--- config.mk ---
export PLATFORM = sky130hd
export DESIGN_NAME = ndiv_slide_seq
export DESIGN_NICKNAME = d
export VERILOG_FILES = /design/src/rtl/slide_pkg.sv /design/src/rtl/slide_dp.sv /design/src/rtl/slide_ctrl.sv /design/src/rtl/ndiv_slide_seq.sv
export SDC_FILE = /design/constraint.sdc
export NUM_CORES = 1
export LEC_CHECK = 0
export CAP_MARGIN = 15
export CORE_ASPECT_RATIO = 1.5
export CORE_MARGIN = 3
export CORE_UTILIZATION = 45
export CTS_CLUSTER_SIZE = 28
export DETAILED_ROUTE_END_ITERATION = 8
export DONT_BUFFER_PORTS = 1
export SYNTH_ARGS = -nofsm -noshare
export SYNTH_HDL_FRONTEND = slang
export SYNTH_SLANG_ARGS = --single-unit
--- constraint.sdc ---
create_clock -name clk -period 4.3 [get_ports clk]
set_input_delay 1.29 -clock clk [delete_from_list [all_inputs] [get_ports clk]]
set_output_delay 1.29 -clock clk [all_outputs]
set_load 0.02 [all_outputs]
--- src/rtl/slide_pkg.sv ---
package slide_pkg;
  localparam int DATA_W    = 32;
  localparam int NDIV_W    = 8;
  localparam int NDIV_LSB  = 8;
  localparam int STEP_W    = 8;
  localparam int STEPA_LSB = 24;
  localparam int STEPB_LSB = 16;
  localparam int SLOW_BIT  = 22;
  localparam int RAMP_BIT  = 31;
  localparam int DONE_BIT  = 24;

  typedef enum logic [2:0] {
    SEL_COEF, SEL_CFG2, SEL_CFG3, SEL_SLOW, SEL_DBG
  } regSel_e;

  typedef enum logic [2:0] {
    OP_STEPA, OP_STEPB, OP_SLOWSET, OP_NSET, OP_RAMPSET, OP_EXIT
  } modOp_e;

  typedef enum logic [4:0] {
    ST_IDLE, ST_CHK, ST_RDA, ST_WRA, ST_RDB, ST_WRB, ST_RDS0, ST_WRS0,
    ST_RDN, ST_WRN, ST_RDS1, ST_WRS1, ST_GAP, ST_POLL, ST_RDX, ST_WRX,
    ST_RB, ST_FIN
  } seqState_e;

  typedef struct packed {
    logic    rd;
    logic    wr;
    regSel_e sel;
    modOp_e  op;
    logic    loadTarget;
    logic    gapLoad;
    logic    gapDec;
    logic    pollInc;
    logic    errSet;
  } dpCtl_t;
endpackage

--- src/rtl/slide_dp.sv ---
module slide_dp
  import slide_pkg::*;
#(
  parameter int ADDR_W = 12,
  parameter logic [ADDR_W-1:0] ADDR_COEF = 12'h004,
  parameter logic [ADDR_W-1:0] ADDR_CFG2 = 12'h00C,
  parameter logic [ADDR_W-1:0] ADDR_CFG3 = 12'h018,
  parameter logic [ADDR_W-1:0] ADDR_SLOW = 12'h01C,
  parameter logic [ADDR_W-1:0] ADDR_DBG  = 12'h0A0,
  parameter int MAX_POLLS = 500,
  parameter int POLL_GAP  = 50,
  parameter logic [STEP_W-1:0] STEP_A = 8'h2b,
  parameter logic [STEP_W-1:0] STEP_B = 8'h0b
) (
  input  logic              clk,
  input  logic              rstN,
  input  dpCtl_t            ctl,
  input  logic [NDIV_W-1:0] reqN,
  input  logic [DATA_W-1:0] busRdata,
  output logic              busEn,
  output logic              busWe,
  output logic [ADDR_W-1:0] busAddr,
  output logic [DATA_W-1:0] busWdata,
  output logic              nMatch,
  output logic              doneBit,
  output logic              pollLast,
  output logic              gapZero,
  output logic              errFlag
);
  localparam int POLL_CW = $clog2(MAX_POLLS + 1);
  localparam int GAP_CW  = $clog2(POLL_GAP + 1);

  logic [NDIV_W-1:0]  targetN;
  logic [DATA_W-1:0]  capData;
  logic [POLL_CW-1:0] pollCnt;
  logic [GAP_CW-1:0]  gapCnt;

  always_ff @(posedge clk) begin
    if (!rstN) begin
      targetN <= '0;
      capData <= '0;
      pollCnt <= '0;
      gapCnt  <= '0;
      errFlag <= 1'b0;
    end else begin
      if (ctl.loadTarget) begin
        targetN <= reqN;
        pollCnt <= '0;
        errFlag <= 1'b0;
      end
      if (ctl.rd) capData <= busRdata;
      if (ctl.gapLoad) gapCnt <= GAP_CW'(POLL_GAP - 1);
      else if (ctl.gapDec) gapCnt <= gapCnt - 1'b1;
      if (ctl.pollInc) pollCnt <= pollCnt + 1'b1;
      if (ctl.errSet) errFlag <= 1'b1;
    end
  end

  assign nMatch   = (busRdata[NDIV_LSB +: NDIV_W] == targetN);
  assign doneBit  = busRdata[DONE_BIT];
  assign pollLast = (pollCnt == POLL_CW'(MAX_POLLS - 1));
  assign gapZero  = (gapCnt == '0);
  assign busEn    = ctl.rd | ctl.wr;
  assign busWe    = ctl.wr;

  always_comb begin
    case (ctl.sel)
      SEL_COEF: busAddr = ADDR_COEF;
      SEL_CFG2: busAddr = ADDR_CFG2;
      SEL_CFG3: busAddr = ADDR_CFG3;
      SEL_SLOW: busAddr = ADDR_SLOW;
      default:  busAddr = ADDR_DBG;
    endcase
  end

  always_comb begin
    busWdata = capData;
    case (ctl.op)
      OP_STEPA:   busWdata[STEPA_LSB +: STEP_W] = STEP_A;
      OP_STEPB:   busWdata[STEPB_LSB +: STEP_W] = STEP_B;
      OP_SLOWSET: busWdata[SLOW_BIT] = 1'b1;
      OP_NSET:    busWdata[NDIV_LSB +: NDIV_W] = targetN;
      OP_RAMPSET: busWdata[RAMP_BIT] = 1'b1;
      default: begin
        busWdata[SLOW_BIT] = 1'b0;
        busWdata[RAMP_BIT] = 1'b0;
      end
    endcase
  end
endmodule

--- src/rtl/slide_ctrl.sv ---
module slide_ctrl
  import slide_pkg::*;
(
  input  logic   clk,
  input  logic   rstN,
  input  logic   reqValid,
  input  logic   nMatch,
  input  logic   doneBit,
  input  logic   pollLast,
  input  logic   gapZero,
  output dpCtl_t ctl,
  output logic   busy,
  output logic   done
);
  seqState_e state, nxt;

  always_ff @(posedge clk) begin
    if (!rstN) state <= ST_IDLE;
    else       state <= nxt;
  end

  always_comb begin
    ctl = '0;
    nxt = state;
    case (state)
      ST_IDLE: if (reqValid) begin ctl.loadTarget = 1'b1; nxt = ST_CHK; end
      ST_CHK: begin
        ctl.rd = 1'b1; ctl.sel = SEL_COEF;
        nxt = nMatch ? ST_FIN : ST_RDA;
      end
      ST_RDA:  begin ctl.rd = 1'b1; ctl.sel = SEL_CFG2; nxt = ST_WRA; end
      ST_WRA:  begin ctl.wr = 1'b1; ctl.sel = SEL_CFG2; ctl.op = OP_STEPA; nxt = ST_RDB; end
      ST_RDB:  begin ctl.rd = 1'b1; ctl.sel = SEL_CFG3; nxt = ST_WRB; end
      ST_WRB:  begin ctl.wr = 1'b1; ctl.sel = SEL_CFG3; ctl.op = OP_STEPB; nxt = ST_RDS0; end
      ST_RDS0: begin ctl.rd = 1'b1; ctl.sel = SEL_SLOW; nxt = ST_WRS0; end
      ST_WRS0: begin ctl.wr = 1'b1; ctl.sel = SEL_SLOW; ctl.op = OP_SLOWSET; nxt = ST_RDN; end
      ST_RDN:  begin ctl.rd = 1'b1; ctl.sel = SEL_COEF; nxt = ST_WRN; end
      ST_WRN:  begin ctl.wr = 1'b1; ctl.sel = SEL_COEF; ctl.op = OP_NSET; nxt = ST_RDS1; end
      ST_RDS1: begin ctl.rd = 1'b1; ctl.sel = SEL_SLOW; nxt = ST_WRS1; end
      ST_WRS1: begin
        ctl.wr = 1'b1; ctl.sel = SEL_SLOW; ctl.op = OP_RAMPSET;
        ctl.gapLoad = 1'b1; nxt = ST_GAP;
      end
      ST_GAP: begin
        if (gapZero) nxt = ST_POLL;
        else ctl.gapDec = 1'b1;
      end
      ST_POLL: begin
        ctl.rd = 1'b1; ctl.sel = SEL_DBG;
        if (doneBit) nxt = ST_RDX;
        else if (pollLast) begin ctl.errSet = 1'b1; nxt = ST_RDX; end
        else begin ctl.pollInc = 1'b1; ctl.gapLoad = 1'b1; nxt = ST_GAP; end
      end
      ST_RDX:  begin ctl.rd = 1'b1; ctl.sel = SEL_SLOW; nxt = ST_WRX; end
      ST_WRX:  begin ctl.wr = 1'b1; ctl.sel = SEL_SLOW; ctl.op = OP_EXIT; nxt = ST_RB; end
      ST_RB:   begin ctl.rd = 1'b1; ctl.sel = SEL_SLOW; nxt = ST_FIN; end
      ST_FIN:  nxt = ST_IDLE;
      default: nxt = ST_IDLE;
    endcase
  end

  assign busy = (state != ST_IDLE);
  assign done = (state == ST_FIN);
endmodule

--- src/rtl/ndiv_slide_seq.sv ---
module ndiv_slide_seq
  import slide_pkg::*;
#(
  parameter int ADDR_W = 12,
  parameter logic [ADDR_W-1:0] ADDR_COEF = 12'h004,
  parameter logic [ADDR_W-1:0] ADDR_CFG2 = 12'h00C,
  parameter logic [ADDR_W-1:0] ADDR_CFG3 = 12'h018,
  parameter logic [ADDR_W-1:0] ADDR_SLOW = 12'h01C,
  parameter logic [ADDR_W-1:0] ADDR_DBG  = 12'h0A0,
  parameter int MAX_POLLS = 500,
  parameter int POLL_GAP  = 50,
  parameter logic [7:0] STEP_A = 8'h2b,
  parameter logic [7:0] STEP_B = 8'h0b
) (
  input  logic              clk,
  input  logic              rstN,
  input  logic              reqValid,
  input  logic [7:0]        reqN,
  output logic              busEn,
  output logic              busWe,
  output logic [ADDR_W-1:0] busAddr,
  output logic [31:0]       busWdata,
  input  logic [31:0]       busRdata,
  output logic              busy,
  output logic              done,
  output logic              timeout
);
  dpCtl_t ctl;
  logic nMatch, doneBit, pollLast, gapZero, errFlag;

  slide_ctrl u_ctrl (
    .clk(clk), .rstN(rstN), .reqValid(reqValid), .nMatch(nMatch),
    .doneBit(doneBit), .pollLast(pollLast), .gapZero(gapZero),
    .ctl(ctl), .busy(busy), .done(done)
  );

  slide_dp #(
    .ADDR_W(ADDR_W), .ADDR_COEF(ADDR_COEF), .ADDR_CFG2(ADDR_CFG2),
    .ADDR_CFG3(ADDR_CFG3), .ADDR_SLOW(ADDR_SLOW), .ADDR_DBG(ADDR_DBG),
    .MAX_POLLS(MAX_POLLS), .POLL_GAP(POLL_GAP), .STEP_A(STEP_A), .STEP_B(STEP_B)
  ) u_dp (
    .clk(clk), .rstN(rstN), .ctl(ctl), .reqN(reqN), .busRdata(busRdata),
    .busEn(busEn), .busWe(busWe), .busAddr(busAddr), .busWdata(busWdata),
    .nMatch(nMatch), .doneBit(doneBit), .pollLast(pollLast),
    .gapZero(gapZero), .errFlag(errFlag)
  );

  assign timeout = done & errFlag;
endmodule

# After elaboration in Yosys (flattened, before gate mapping)
# Cells that the tools add are included.
[classes] reduce_logical=17 eq_ne=28 mux=33 n_bitwise=3 add_sub_neg=2
[ops] operator="case mux 5 bit (17 select lines)" count=1
[ops] operator="equality test 5 x 4 -> 1 bit (second input constant)" count=8
[ops] operator="case mux 8 bit (4 select lines)" count=1
[ops] operator="equality test 5 x 3 -> 1 bit (second input constant)" count=4
[ops] operator="two-way mux 6 bit" count=3
[ops] operator="two-way mux 9 bit" count=2
[ops] operator="two-way mux 5 bit" count=3
[ops] operator="case mux 3 bit (5 select lines)" count=1
[ops] operator="equality test 3 x 2 -> 1 bit (second input constant)" count=4
[ops] operator="two-way mux 1 bit" count=12
[ops] operator="case mux 3 bit (4 select lines)" count=1
[ops] operator="equality test 5 x 2 -> 1 bit (second input constant)" count=2
[ops] operator="equality test 5 bit (second input constant)" count=2
[ops] operator="adder 9 x 1 -> 9 bit (second input constant)" count=1
[ops] operator="equality test 9 bit (second input constant)" count=1
[ops] operator="OR reduction 9 bit" count=1
[ops] operator="equality test 8 bit" count=1
[ops] operator="two-way mux 2 bit" count=4
[ops] operator="two-way mux 8 bit" count=1
[ops] operator="two-way mux 7 bit" count=1
[ops] operator="OR reduction 7 bit" count=1
[ops] operator="equality test 3 x 1 -> 1 bit (second input constant)" count=2
[ops] operator="logical NOT 3 bit" count=2
[ops] operator="logical NOT 6 bit" count=1
[ops] operator="15 further kinds" count=23
[totals] wordCells=90 out_inout_bits=49 register_bits=61 in_bits=43

# Logic depth before layout (Yosys ltp)
# Gate-level depths: netlist of run 1.
[logic_depth] word_depth=5 depth_mapped=7 depth_no_buf=6

# Modules after synthesis
# Synthesis of run 1 repeated with hierarchy kept, for this count alone.
[unflattened] cells_unflattened=362 area_unflattened_um2=3215.6
[by_module_without_submodules] module="slide_dp" area_each_um2=2695.1 n_inst=1 seq_area_each_um2=1121.1 cells_each=290
[by_module_without_submodules] module="slide_ctrl" area_each_um2=514.2 n_inst=1 seq_area_each_um2=100.1 cells_each=71
[by_module_without_submodules] module="ndiv_slide_seq" area_each_um2=6.3 n_inst=1 seq_area_each_um2=0.0 cells_each=1

# Worst setup path after synthesis of run 1
# Ideal clock, no wire load.
[synth_path] kind="flip-flop to output port" start="reg u_ctrl.state[1]" end="out busEn" stages_incl_launch_ff=8 t_required_ns=3.010 setup_slack_ns=1.414 t_arrival_ns=1.596 n_path_buf=3 path_cell_list="dfxtp_1 > buf_4 > nor3_2 > nand3_2 > o31a_1 > buf_6 > buf_6 > o21ai_0"
[synth_between] elab_chain_len=4 word_cells_on_any_way=20 cone_classes="eq/ne: 15; mux: 2; bitwise: 1; reduce/logical: 2"
[synth_lines] element="start: declaration" line="slide_ctrl.sv:15" source="seqState_e state, nxt;"
[synth_lines] element="start signal: assignment" line="slide_ctrl.sv:19" source="else state <= nxt;"
[synth_lines] element="equality test 5 x 1 -> 1 bit (tied with other cells)" line="slide_ctrl.sv:25" source="case (state)"
[synth_lines] element="OR reduction 9 bit (no source line) or OR reduction 6 bit (tied branches)"
[synth_lines] element="two-way mux 1 bit" line="slide_ctrl.sv:25"
[synth_lines] element="bitwise OR 1 bit (*)" line="slide_dp.sv:63" source="assign busEn = ctl.rd | ctl.wr;"
[synth_lines] element="end: declaration" line="ndiv_slide_seq.sv:19" source="output logic busEn,"
# Mark *: on every way between the ends. The rest lies on a longest branch, timed or not.

# Final worst setup path of run 1
[layout_path] start="reg u_ctrl.state[0]" end="out busWdata[17]"
[layout_between] elab_chain_len=4 word_cells_on_any_way=8 cone_classes="eq/ne: 6; mux: 2"
[layout_lines] element="equality test 5 x 4 -> 1 bit or equality test 5 x 3 -> 1 bit (tied branches)" line="slide_ctrl.sv:25"
[layout_lines] element="case mux 3 bit (5 select lines) (*)" line="slide_ctrl.sv:25"
[layout_lines] element="equality test 3 x 1 -> 1 bit (*)" line="slide_dp.sv:78" source="case (ctl.op)"
[layout_lines] element="two-way mux 6 bit (*)" line="slide_dp.sv:78"
[layout_lines] element="end: declaration" line="ndiv_slide_seq.sv:22" source="output logic [31:0] busWdata,"
# Marked as above.

==> results of run 1 <==
[worst max-delay path by stage]
stage	start	cells past startpoint	slack, ns	endpoint
finish	u_ctrl.state[0]$_SDFFE_PN0P_	4	0.55	busWdata[17]
CTS	u_ctrl.state[0]$_SDFFE_PN0P_	4	0.55	busWdata[17]
global placement	u_ctrl.state[1]$_SDFFE_PN0P_	3	1.08	busWdata[30]
detailed placement	u_ctrl.state[0]$_SDFFE_PN0P_	4	0.91	busWdata[17]
global route	u_ctrl.state[0]$_SDFFE_PN0P_	4	0.40	busWdata[17]
floorplan	u_ctrl.state[1]$_SDFFE_PN0P_	7	1.41	busEn
[final cells by class]
| type | count | area share, % |
|---|---|---|
| clock buffers | 10 | 3.81 |
| clock inverters | 5 | 1.57 |
| inverters | 6 | 0.672 |
| multi-input cells | 292 | 53.7 |
| flip-flops and latches | 61 | 36.4 |
| well taps | 97 | 3.62 |
| repair buffers | 1 | 0.224 |
[through the flow]
stage	power, W	area [um2]	hold WS, ns	utilization, %
2_1_floorplan	0.00105	3320	0.433	-
3_3_place_gp	0.00104	3170	0.443	45.4
3_5_place_dp	0.00105	3170	0.450	45.4
4_1_cts	0.00153	3350	0.457	48.0
5_1_grt	0.00158	3350	0.480	48.0
6_report	0.00151	3350	0.456	48.0
[power breakdown]
part	internal [W]	total (W)	leakage (nW)	switching, W
clock	0.000261	0.000477	0.0919	0.000216
sequential	0.000633	0.000701	0.499	0.0000680
combinational	0.000124	0.000334	0.757	0.000211
[sequential cells by signal, summed over array words and instances, names as in the netlist]
register,flops
u_dp.capData,32
u_dp.pollCnt,9
u_dp.targetN,8
u_dp.gapCnt,6
u_ctrl.state,5
u_dp.errFlag,1
[layer usage]
metal  vias to the layer above  GRT usage (%)  part of all wire [%]
met3                         9           5.54                   7.1
met5                         -              0                     0
met4                         0           7.70                   2.2
li1                       1279              -                     -
met2                        82           28.0                    48
met1                      1207           20.8                    43
[cells in the final DEF, fill, tap and decap left out, drive strengths merged, types with 7 or more instances in the layout]
master,instances
nand2,90
dfxtp,61
mux2i,32
a21oi,20
nand3,14
nor2,13
xor2,12
clkbuf,10
mux2,9
nand2b,8
o21ai,8
nor3,8
nor2b,7
conb,7
[cell families after synthesis]
kind of cell               Yosys count
AOI/OAI and AO/OA                   56
xor gates and xnor gates            14
adders and majority gates            3
buffers and inverters               49
DFF                                 61
muxes                               41
other                                1
and+or+nand+nor                    171
[tightest hold or removal path: stages (launching register included)]
cell	delay, ns
sky130_fd_sc_hd__dfxtp_1	0.30
sky130_fd_sc_hd__nand2_1	0.05
sky130_fd_sc_hd__mux2i_1	0.05
==> results.txt, run 1 <==
The number of gates resized after cts is 0, and the layout-stage area growth over the synthesis result is 1.79%. The cell leakage power is 1.35 nW, and the post-DP HPWL is 5270 um. The min-delay analysis places its worst path in the category flip-flop to flip-flop.

For the worst setup path, the data required time is 3.01 ns. The synthesized design contains 61 register bits. The worst pin sits at a relative slew slack of 40.5%. The flow ran to the end, and the final reports show no timing, DRC or antenna violations. The number of global-route vias before repair was 2406; the post-place setup slack was 0.913 ns. The count of nets left with antenna violations once routing finished came out at 0.

Measured along the y axis, the die boundary spans 111 um. Among all flip-flop cells after synthesis, the most frequent one is sky130_fd_sc_hd__dfxtp_1. Buffers inserted during clock tree synthesis total 9.

For hold timing, the worst endpoint is u_dp.capData[29]$_SDFFE_PN0P_. STA classifies the critical path endpoint as an output pin. The synthesized-area fraction occupied by adder cells is 1.14%, and the cell depth of the worst flop-to-flop path is 4. For the largest net degree at the start of global routing, the log shows 69. Walking the worst path, the cells encountered are nor2b_1 -> nand2_1 -> nor3_1 -> or2_2. The wire length reported by the detailed router came out at 7340 um. The number of failing hold endpoints at the final stage is 0. The first detailed-routing pass ran for 4 iterations.

The clock period minus worst slack works out to 3.75 ns. The tools report the number of nets in the layout as 417. The max-slew violation count was 0; the source-to-sink clock delay at the later pin of the worst-skew pair was 0.33 ns. The share of final-layout standard cells stronger than drive strength 1 is 8.80%. By area, the combinational part of the netlist is dominated by simple AND/OR/NAND/NOR gates. Global routing consumed, over all layers together, 17.5% of the routing resources. At the pin with the least slew margin, the transition time is 0.886 ns. Counting both buffers and inverters, the worst setup path holds a total of 0. Number of port buffers: 0. Along the worst hold path, the cell count comes to 2.

After detailed placement, the design holds a cell count of 457. Global routing finished with a remaining overflow of 0. In this run, synthesis inferred 0 flip-flops with an integrated enable. The run gives 6990 um2 as the total core area. The H-tree was split into 3 levels. After clock tree synthesis, the setup repair step added 0 buffers.

Synthesis produced 396 cells. The fraction of synthesized area in multiplexers is 12.8%, and the number of violations reported at the end of detailed-routing iteration 0 is 110. The tools report the startpoint of the tightest hold check path as u_dp.capData[29]$_SDFFE_PN0P_. The share of the clock period used by the worst path after layout works out to 87.2%. Sorting the synthesized cells by area gives the leading types as sky130_fd_sc_hd__dfxtp_1 37%, sky130_fd_sc_hd__nand2_1 10%, sky130_fd_sc_hd__mux2i_1 9.7%. The share of the Yosys chip area taken by registers is 37.1%. On the worst path, the slowest cell contributes a delay of 0.70 ns. The critical path is of the flip-flop to output pin type.

Summing the areas of all xor and xnor instances in the mapped netlist gives 3.72% of the synthesized area. Using the TritonRoute via totals, the vias-per-cell ratio works out to 5.46. The worst register-to-register path begins at u_ctrl.state[0]$_SDFFE_PN0P_. Ranked by instance count, the synthesized netlist is headed by 90 x sky130_fd_sc_hd__nand2_1, 61 x sky130_fd_sc_hd__dfxtp_1, 32 x sky130_fd_sc_hd__mux2i_1. Yosys printed 0 warnings. For the number of distinct standard cells referenced by the synthesized netlist, the log shows 48. The clock transition time at the flip-flop clock pins of the worst setup and hold paths came out at 0.06 ns.

The slowest cell on the critical path was sky130_fd_sc_hd__nor3_1. The worst register-to-register path ends at u_dp.pollCnt[8]$_SDFFE_PN0P_. Summing the areas of all compound-gate instances in the mapped netlist gives 11.3% of the synthesized area. For this design, the CTS-stage hold fixing added 0 buffers.

For the worst setup path, the data arrival time is 2.46 ns. Setup violations remaining at the end of the flow were counted as 0. The ratio of total power to cell area is 451 nW/um2, and the die boundary width is 75.9 um.

The logs give 0 for the diode insertion count for antenna repair and 0.000211 V for the worst IR drop on VDD. Once the floorplan was initialized, standard cells occupied 47.1% of the core. Category of the worst setup path launch point: a flip-flop. Fill cells in the final layout number 724. The clock passes through at most 2 buffers. The number of antenna violations at the first check in global routing is 0, and the first-pass GRT wire length is 11500 um. The per-instance average area after synthesis is 8.32 um2. The die covers 8400 um2. The run gives 3290 um2 as the synthesized cell area. Grouping stages by cell kind, the critical path spends the most delay in simple AND/OR/NAND/NOR gates. The per-cell routed wire length is 15.5 um, and the total via count after detailed routing is 2577. The synthesized design spends more area on one cell type than any other, namely sky130_fd_sc_hd__dfxtp_1. The tools report the count of non-filler cells in the finished layout as 472. By instance count, the leading cell after synthesis is sky130_fd_sc_hd__nand2_1. The run gives 1220 um2 as the storage element area.

The simple-gate area share of the yosys netlist works out to 24.8%. Setup repair after global routing left no endpoint under its margin. TritonCTS built the clock tree. Across the run, the number of max-cap violations was 0. Share of the synthesized area in the top cell type: 37.1%.

Derived from the worst setup path, the maximum achievable clock frequency is 267 MHz. The tree built by TritonCTS fans out to 61 sinks. CTS placed an instance of sky130_fd_sc_hd__clkbuf_8 at the clock tree root. The congestion estimate from routability-driven global placement came to 0.838. The number of rows created at floorplan came out at 37. In the synthesized netlist the async set-or-reset flop fraction comes to 0%.

Setup slack on the worst reg-to-reg path comes out at 2.06 ns. Clock skew on the completed layout was measured at 0.00534 ns. Of all nets on the critical path, the largest fanout is 10.

In the routed design, unresolved DRC markers number 0. The setup TNS after final layout is 0 ns, and the boundary pin count is 92. The setup slack after layout came out at 0.549 ns. For the area of the multi-input gates, the log shows 1800 um2.
Note: power is estimated with default switching activity, not from simulation.
==> inputs of run 2 (changes only) <==
--- a/config.mk
+++ b/config.mk
@@ -12,6 +12,7 @@
 export CTS_CLUSTER_SIZE = 28
 export DETAILED_ROUTE_END_ITERATION = 8
 export DONT_BUFFER_PORTS = 1
+export RECOVER_POWER = 25
 export SYNTH_ARGS = -nofsm -noshare
 export SYNTH_HDL_FRONTEND = slang
 export SYNTH_SLANG_ARGS = --single-unit
==> results.txt, run 2 (synthesis results as in run 1) <==
Storage element area: 1220 um2 (unchanged). Setup repair after global routing left no endpoint under its margin. The ratio of total power to cell area was 457 nW/um2 (was 451 nW/um2). The category of the worst setup path launch point is a flip-flop (unchanged). Number of flip-flops under the largest register name: 32 (unchanged).

Path class of the lowest-slack min-delay path: flip-flop to flip-flop (unchanged). The most flop-heavy register is u_dp.capData (unchanged). The count of non-filler cells in the finished layout was 472 (unchanged). The source-to-sink clock delay at the later pin of the worst-skew pair came out at 0.33 ns (about the same). The largest net degree at the start of global routing was 69 (unchanged); the first-pass GRT wire length was 11500 um (unchanged).

Share of final-layout standard cells stronger than drive strength 1: 8.00% (was 8.80%). The post-DP HPWL is 5270 um (unchanged), and the maximum clock skew at final layout is 0.00540 ns (was 0.00534 ns). The cell at the root of the clock tree is sky130_fd_sc_hd__clkbuf_8 (unchanged). The number of cells in the design after placement is 457 (unchanged), and the boundary pin count is 92 (unchanged).

The chip height is 111 um (unchanged), and the hold-fix buffer count after cts is 0 (unchanged). Number of antenna violations at the first check in global routing: 0 (unchanged). The last weighted congestion value of the routability-driven placer is 0.838 (unchanged), and the total core area is 6990 um2 (unchanged). The full die area is 8400 um2 (unchanged), and the total global routing overflow is 0 (unchanged). The maximum fanout encountered on the critical timing path was 10 (unchanged); the number of gates resized after cts was 0 (unchanged).

The class of the most critical setup path is flip-flop to output pin (unchanged). The summed area of non-filler cells in the final layout came out at 3340 um2 (was 3350 um2). The total via count after detailed routing was 2563 (was 2577); the die boundary width was 75.9 um (unchanged). The arrival time at the worst endpoint was 2.39 ns (was 2.46 ns).

TritonCTS built the clock tree. For the CTS sink count, the log shows 61 (unchanged). For the number of global-route vias before repair, the log shows 2406 (unchanged). The clock transition time at the flip-flop clock pins of the worst setup and hold paths is 0.07 ns (was 0.06 ns), and the cell leakage power is 1.34 nW (was 1.35 nW).

The number of port buffers came out at 0 (unchanged). The tools report the overall power as 0.00152 W (was 0.00151 W). The tools report the number of maximum-capacitance violations as 1 (was 0).

The H-tree depth is 3 (unchanged), and the end-of-flow core utilization is 47.7% (was 48.0%). The transition time at the pin with the least slew margin is 2.33 ns (was 0.886 ns), and the clock tree buffer depth is 2 (unchanged). Layout-stage area growth over the synthesis result: 1.33% (was 1.79%).

The upper clock frequency limit came out at 272 MHz (was 267 MHz). The number of rows created at floorplan is 37 (unchanged). The number of inserted filler cells in the final layout is 723 (was 724). The global router's overall resource usage came out at 17.5% (unchanged).

Highest-count cells in the layout ignoring fill and taps: 90 x sky130_fd_sc_hd__nand2_1, 61 x sky130_fd_sc_hd__dfxtp_1, 32 x sky130_fd_sc_hd__mux2i_1 (unchanged). The total DRC errors in the routed layout is 0 (unchanged). The tools report the number of violations reported at the end of detailed-routing iteration 0 as 97 (was 110). The post-detailed-route via-to-cell ratio came out at 5.43 (was 5.46). For the wire length reported by the detailed router, the log shows 7290 um (was 7340 um). The run gives 0 ns (unchanged) as the setup TNS after final layout.

The logs give -55.6% (was 40.5%) for the worst slew slack as a fraction of its limit and 0 (unchanged) for the number of nets still failing antenna checks after routing. Number of setup violations in the final report: 0 (unchanged). The most common library cell in the layout ignoring fill and taps is sky130_fd_sc_hd__nand2_1 (unchanged). Clock period minus worst slack: 3.68 ns (was 3.75 ns). The diode insertion count for antenna repair is 0 (unchanged), and the critical path data required time is 3.01 ns (about the same). The capturing element type of the critical path is an output pin (unchanged). The share of the clock period used by the worst path after layout is 85.6% (was 87.2%), and the max-slew violation count is 33 (was 0). The number of nets in the layout came out at 417 (unchanged). For the post-CTS setup-driven buffer insertion count, the log shows 0 (unchanged). The logs give 47.1% (unchanged) for the initial standard-cell utilization of the core and 9 (unchanged) for the number of clock buffers inserted by TritonCTS. The worst IR drop on VDD is 0.000211 V (about the same).

Largest registers: u_dp.capData (32), u_dp.pollCnt (9), u_dp.targetN (8) (unchanged). The number of iterations in the first detailed-routing pass was 4 (unchanged); the area of the multi-input gates was 1790 um2 (was 1800 um2). The flow ran to the end, but the final reports show violations. The final reports fail on capacitance limit, slew limit.

The tools report the number of failing hold endpoints at the final stage as 0 (unchanged). The tools report the placed standard-cell area as 3170 um2 (unchanged). The per-cell routed wire length came out at 15.4 um (was 15.5 um).
[run 2: cell count changes in the layout (fill, tap and decap cells not counted)]
| cell | change |
|---|---|
| sky130_fd_sc_hd__buf_4 | -1 |
| sky130_fd_sc_hd__clkbuf_1 | +1 |
| sky130_fd_sc_hd__nor3_1 | +1 |
| sky130_fd_sc_hd__nor3_2 | -1 |
| sky130_fd_sc_hd__o2111ai_1 | +1 |
| sky130_fd_sc_hd__o2111ai_2 | -1 |
[run 2: final cells by class]
class	instances	share of cell area, %
clock buffers	10	3.82
repair buffers	1	0.112
multi-input cells	292	53.6
well taps	97	3.64
clock inverters	5	1.57
inverters	6	0.675
flip-flops and latches	61	36.6
[run 2: path summary, 6_finish.rpt]
| kind | from | end | slack [ns] | cells after the start |
|---|---|---|---|---|
| worst max-delay path | u_ctrl.state[0]$_SDFFE_PN0P_ | busWdata[17] | 0.62 | 4 |
| worst min-delay path | u_dp.capData[29]$_SDFFE_PN0P_ | u_dp.capData[29]$_SDFFE_PN0P_ | 0.46 | 2 |
| worst max register to register | u_ctrl.state[1]$_SDFFE_PN0P_ | u_dp.capData[12]$_SDFFE_PN0P_ | 0.84 | 5 |
| worst min register to register | u_dp.capData[29]$_SDFFE_PN0P_ | u_dp.capData[29]$_SDFFE_PN0P_ | 0.46 | 2 |
[run 2: metal layers]
metal  up-vias  wire length [um]  GRT usage, %
met5         -                 0             0
met4         0               158          7.70
met3         9               553          5.54
met2        81              3500          28.0
met1      1196              3080          20.8
li1       1277                 -             -
[run 2: worst max-delay path, cell delays in order (launching register included)]
cell and delay (ns):
sky130_fd_sc_hd__dfxtp_1 0.49, sky130_fd_sc_hd__nor2b_1 0.45, sky130_fd_sc_hd__nand2_1 0.15, sky130_fd_sc_hd__nor3_1 0.66
sky130_fd_sc_hd__or2_2 0.31
[run 2: stage by stage]
step	hold WS [ns]	setup WS, ns
after floorplan	0.433	1.41
after global placement	0.443	1.08
after detailed placement	0.450	0.913
after CTS	0.457	0.550
after global routing	0.480	0.425
final	0.457	0.618
[run 2: report_power, final]
part	internal (W)	leakage, nW	switching (W)
combinational	0.000136	0.752	0.000210
sequential	0.000633	0.499	0.0000674
clock	0.000261	0.0919	0.000216
==> inputs of run 3 (changes only) <==
--- a/config.mk
+++ b/config.mk
@@ -5,7 +5,7 @@
 export SDC_FILE = /design/constraint.sdc
 export NUM_CORES = 1
 export LEC_CHECK = 0
-export CAP_MARGIN = 15
+export CAP_MARGIN = 30
 export CORE_ASPECT_RATIO = 1.5
 export CORE_MARGIN = 3
 export CORE_UTILIZATION = 45
@@ -13,6 +13,7 @@
 export DETAILED_ROUTE_END_ITERATION = 8
 export DONT_BUFFER_PORTS = 1
 export RECOVER_POWER = 25
+export REMOVE_ABC_BUFFERS = 1
 export SYNTH_ARGS = -nofsm -noshare
 export SYNTH_HDL_FRONTEND = slang
 export SYNTH_SLANG_ARGS = --single-unit
==> results.txt, run 3 (synthesis results as in run 1) <==
For the setup TNS after final layout, the log shows 0 ns (unchanged). The capturing element type of the critical path is an output pin (unchanged). The tools report the global router's overall resource usage as 18.3% (was 17.5%). The logs give 0 (was 1) for the number of maximum-capacitance violations and 0 (unchanged) for the number of failing hold endpoints at the final stage. The slowest cell on the critical path is sky130_fd_sc_hd__nor3_1 (unchanged).

The run gives 7320 um (was 7290 um) as the wire length reported by the detailed router. The portion of total power attributed to sequential cells was 44.9% (was 46.0%). The switching part of the total power was 32.9% (was 32.4%); the number of flip-flops under the largest register name was 32 (unchanged). The chip height is 111 um (unchanged). The fraction of met3 tracks used by global routing is 4.26% (was 5.54%), and the upper clock frequency limit is 270 MHz (was 272 MHz). The worst IR drop on VDD was 0.000264 V (was 0.000211 V). Setup repair after global routing left no endpoint under its margin.

The most flop-heavy register was u_dp.capData (unchanged). The met1 routing resource usage after global routing was 22.1% (was 20.8%); the number of port buffers was 0 (unchanged). The tools report the number of global-route vias before repair as 2560 (was 2406). The tools report the CTS sink count as 61 (unchanged).

The run gives 0 (unchanged) as the hold-fix buffer count after cts. The clock transition time at the flip-flop clock pins of the worst setup and hold paths works out to 0.07 ns (about the same). The run gives 3.01 ns (about the same) as the critical path data required time.

The logs give 69 (unchanged) for the largest net degree at the start of global routing and 0.00104 W (was 0.00103 W) for the internal cell power. The run gives 1.36 nW (was 1.34 nW) as the cell leakage power. The arrival time at the worst endpoint was 2.42 ns (was 2.39 ns); the number of nets in the layout was 418 (was 417). Post-CTS setup-driven buffer insertion count: 0 (unchanged). The clock tree buffer depth came out at 2 (unchanged). Total via count after detailed routing: 2592 (was 2563).

Switching power total: 0.000511 W (was 0.000494 W). The cell type group with the largest total delay on the critical path is simple AND/OR/NAND/NOR gates (unchanged). Transition time at the pin with the least slew margin: 1.13 ns (was 2.33 ns). The delay of the slowest cell on the worst path came out at 0.83 ns (was 0.66 ns). Category of the worst setup path launch point: a flip-flop (unchanged). The logs give 5200 um (was 5270 um) for the post-DP HPWL and 33.3% (was 31.3%) for the clock network power share.

For the full die area, the log shows 8400 um2 (unchanged). Cells along the critical path: nor3_1 -> and3_1 -> and2_1 (was nor2b_1 -> nand2_1 -> nor3_1 -> or2_2). The logs give 21.8% (was 22.7%) for the part of the total power dissipated in combinational logic and 3180 um2 (was 3170 um2) for the placed standard-cell area. The logs give 0.0142 ns (was 0.00540 ns) for the maximum clock skew at final layout and 5 (was 4) for the number of iterations in the first detailed-routing pass. The ratio of total power to cell area was 462 nW/um2 (was 457 nW/um2); the source-to-sink clock delay at the later pin of the worst-skew pair was 0.35 ns (was 0.33 ns).

Diode insertion count for antenna repair: 0 (unchanged). Class of the most critical setup path: flip-flop to output pin (unchanged). The run finished with clean final reports. For the first-pass GRT wire length, the log shows 12000 um (was 11500 um). The path class of the lowest-slack min-delay path was flip-flop to flip-flop (unchanged). The number of clock buffers inserted by TritonCTS was 9 (unchanged).

The clock period minus worst slack was 3.71 ns (was 3.68 ns). The layout-stage area growth over the synthesis result came out at 2.24% (was 1.33%). The share of final-layout standard cells stronger than drive strength 1 came out at 8.75% (was 8.00%).

Die boundary width: 75.9 um (unchanged). The per-cell routed wire length was 15.4 um (about the same). The total core area is 6990 um2 (unchanged), and the number of gates resized after cts is 0 (unchanged). The number of violations reported at the end of detailed-routing iteration 0 was 107 (was 97); the total DRC errors in the routed layout was 0 (unchanged).

The H-tree depth came out at 3 (unchanged). The run gives 0 (unchanged) as the number of antenna violations at the first check in global routing. The number of rows created at floorplan was 37 (unchanged). The tools report the setup slack after layout as 0.594 ns (was 0.618 ns).

The boundary pin count came out at 92 (unchanged). Highest-count cells in the layout ignoring fill and taps: 90 x sky130_fd_sc_hd__nand2_1, 61 x sky130_fd_sc_hd__dfxtp_1, 32 x sky130_fd_sc_hd__mux2i_1 (unchanged). Post-detailed-route via-to-cell ratio: 5.47 (was 5.43).

The tools report the post-place setup slack as 1.01 ns (was 0.913 ns). TritonCTS built the clock tree. The most common library cell in the layout ignoring fill and taps was sky130_fd_sc_hd__nand2_1 (unchanged). The summed area of non-filler cells in the final layout was 3370 um2 (was 3340 um2). The number of nets still failing antenna checks after routing was 0 (unchanged); the maximum fanout encountered on the critical timing path was 20 (was 10).

The share of the clock period used by the worst path after layout came out at 86.2% (was 85.6%). The run gives 0.822 (was 0.838) as the last weighted congestion value of the routability-driven placer. The number of setup violations in the final report is 0 (unchanged). The worst slew slack as a fraction of its limit was 24.6% (was -55.6%). The layer carrying the most global-route usage was met2 (unchanged).

The max-slew violation count came out at 0 (was 33). The run gives 29.9% (was 28.0%) as the met2 global-route usage. Cell at the root of the clock tree: sky130_fd_sc_hd__clkbuf_8 (unchanged). The initial standard-cell utilization of the core was 47.1% (unchanged); the number of buffers and inverters on the critical path was 0 (unchanged). Largest registers: u_dp.capData (32), u_dp.pollCnt (9), u_dp.targetN (8) (unchanged). Total global routing overflow: 0 (unchanged).
[run 3: cell count changes in the layout (fill, tap and decap cells not counted), sizes merged]
cell    before  now
clkbuf      11   12
buf          0    1
[run 3: worst min-delay path: cells and delay by family (launching register included)]
family	cells	cell delay [ns]
multiplexers	1	0.05
flip-flops	1	0.31
AND/OR/NAND/NOR	1	0.05
[run 3: metal layers]
layer,vias up,wire length (um)
met3,11,385
met4,0,134
met2,69,3720
li1,1287,-
met5,-,0
met1,1225,3080
[run 3: stage by stage]
step	hold slack, ns	instances	total power (W)	utilization (%)
floorplan	0.433	359	0.000989	-
global placement	0.439	458	0.00105	45.5
global route	0.485	474	0.00163	48.2
finish	0.456	474	0.00156	48.2
detailed placement	0.447	458	0.00105	45.5
CTS	0.456	474	0.00157	48.4
[run 3: power by group through the flow]
stage / clock network [W] / logic [W] / registers [W]
6_report: 0.000517 / 0.000339 / 0.000699
5_1_grt: 0.000549 / 0.000375 / 0.000708
4_1_cts: 0.000528 / 0.000341 / 0.000700
3_5_place_dp: 0 / 0.000340 / 0.000712
3_3_place_gp: 0 / 0.000337 / 0.000710
2_1_floorplan: 0 / 0.000291 / 0.000697
[run 3: final timing paths]
path                                      start                            end  slack (ns)  cells past startpoint
setup reg to reg   u_ctrl.state[1]$_SDFFE_PN0P_   u_dp.capData[2]$_SDFFE_PN0P_        1.51                      5
hold reg to reg   u_dp.capData[25]$_SDFFE_PN0P_  u_dp.capData[25]$_SDFFE_PN0P_        0.46                      2
hold / removal    u_dp.capData[25]$_SDFFE_PN0P_  u_dp.capData[25]$_SDFFE_PN0P_        0.46                      2
setup / recovery   u_ctrl.state[1]$_SDFFE_PN0P_                        timeout        0.59                      3
[run 3: layout make-up]
cell class | count | area, um2
Clock inverter | 5 | 60.1
Inverter | 6 | 22.5
Clock buffer | 11 | 141
Timing Repair Buffer | 2 | 12.5
Sequential cell | 61 | 1220
Tap cell | 97 | 121
Multi-Input combinational cell | 292 | 1790
Fill cell | 692 | 3620
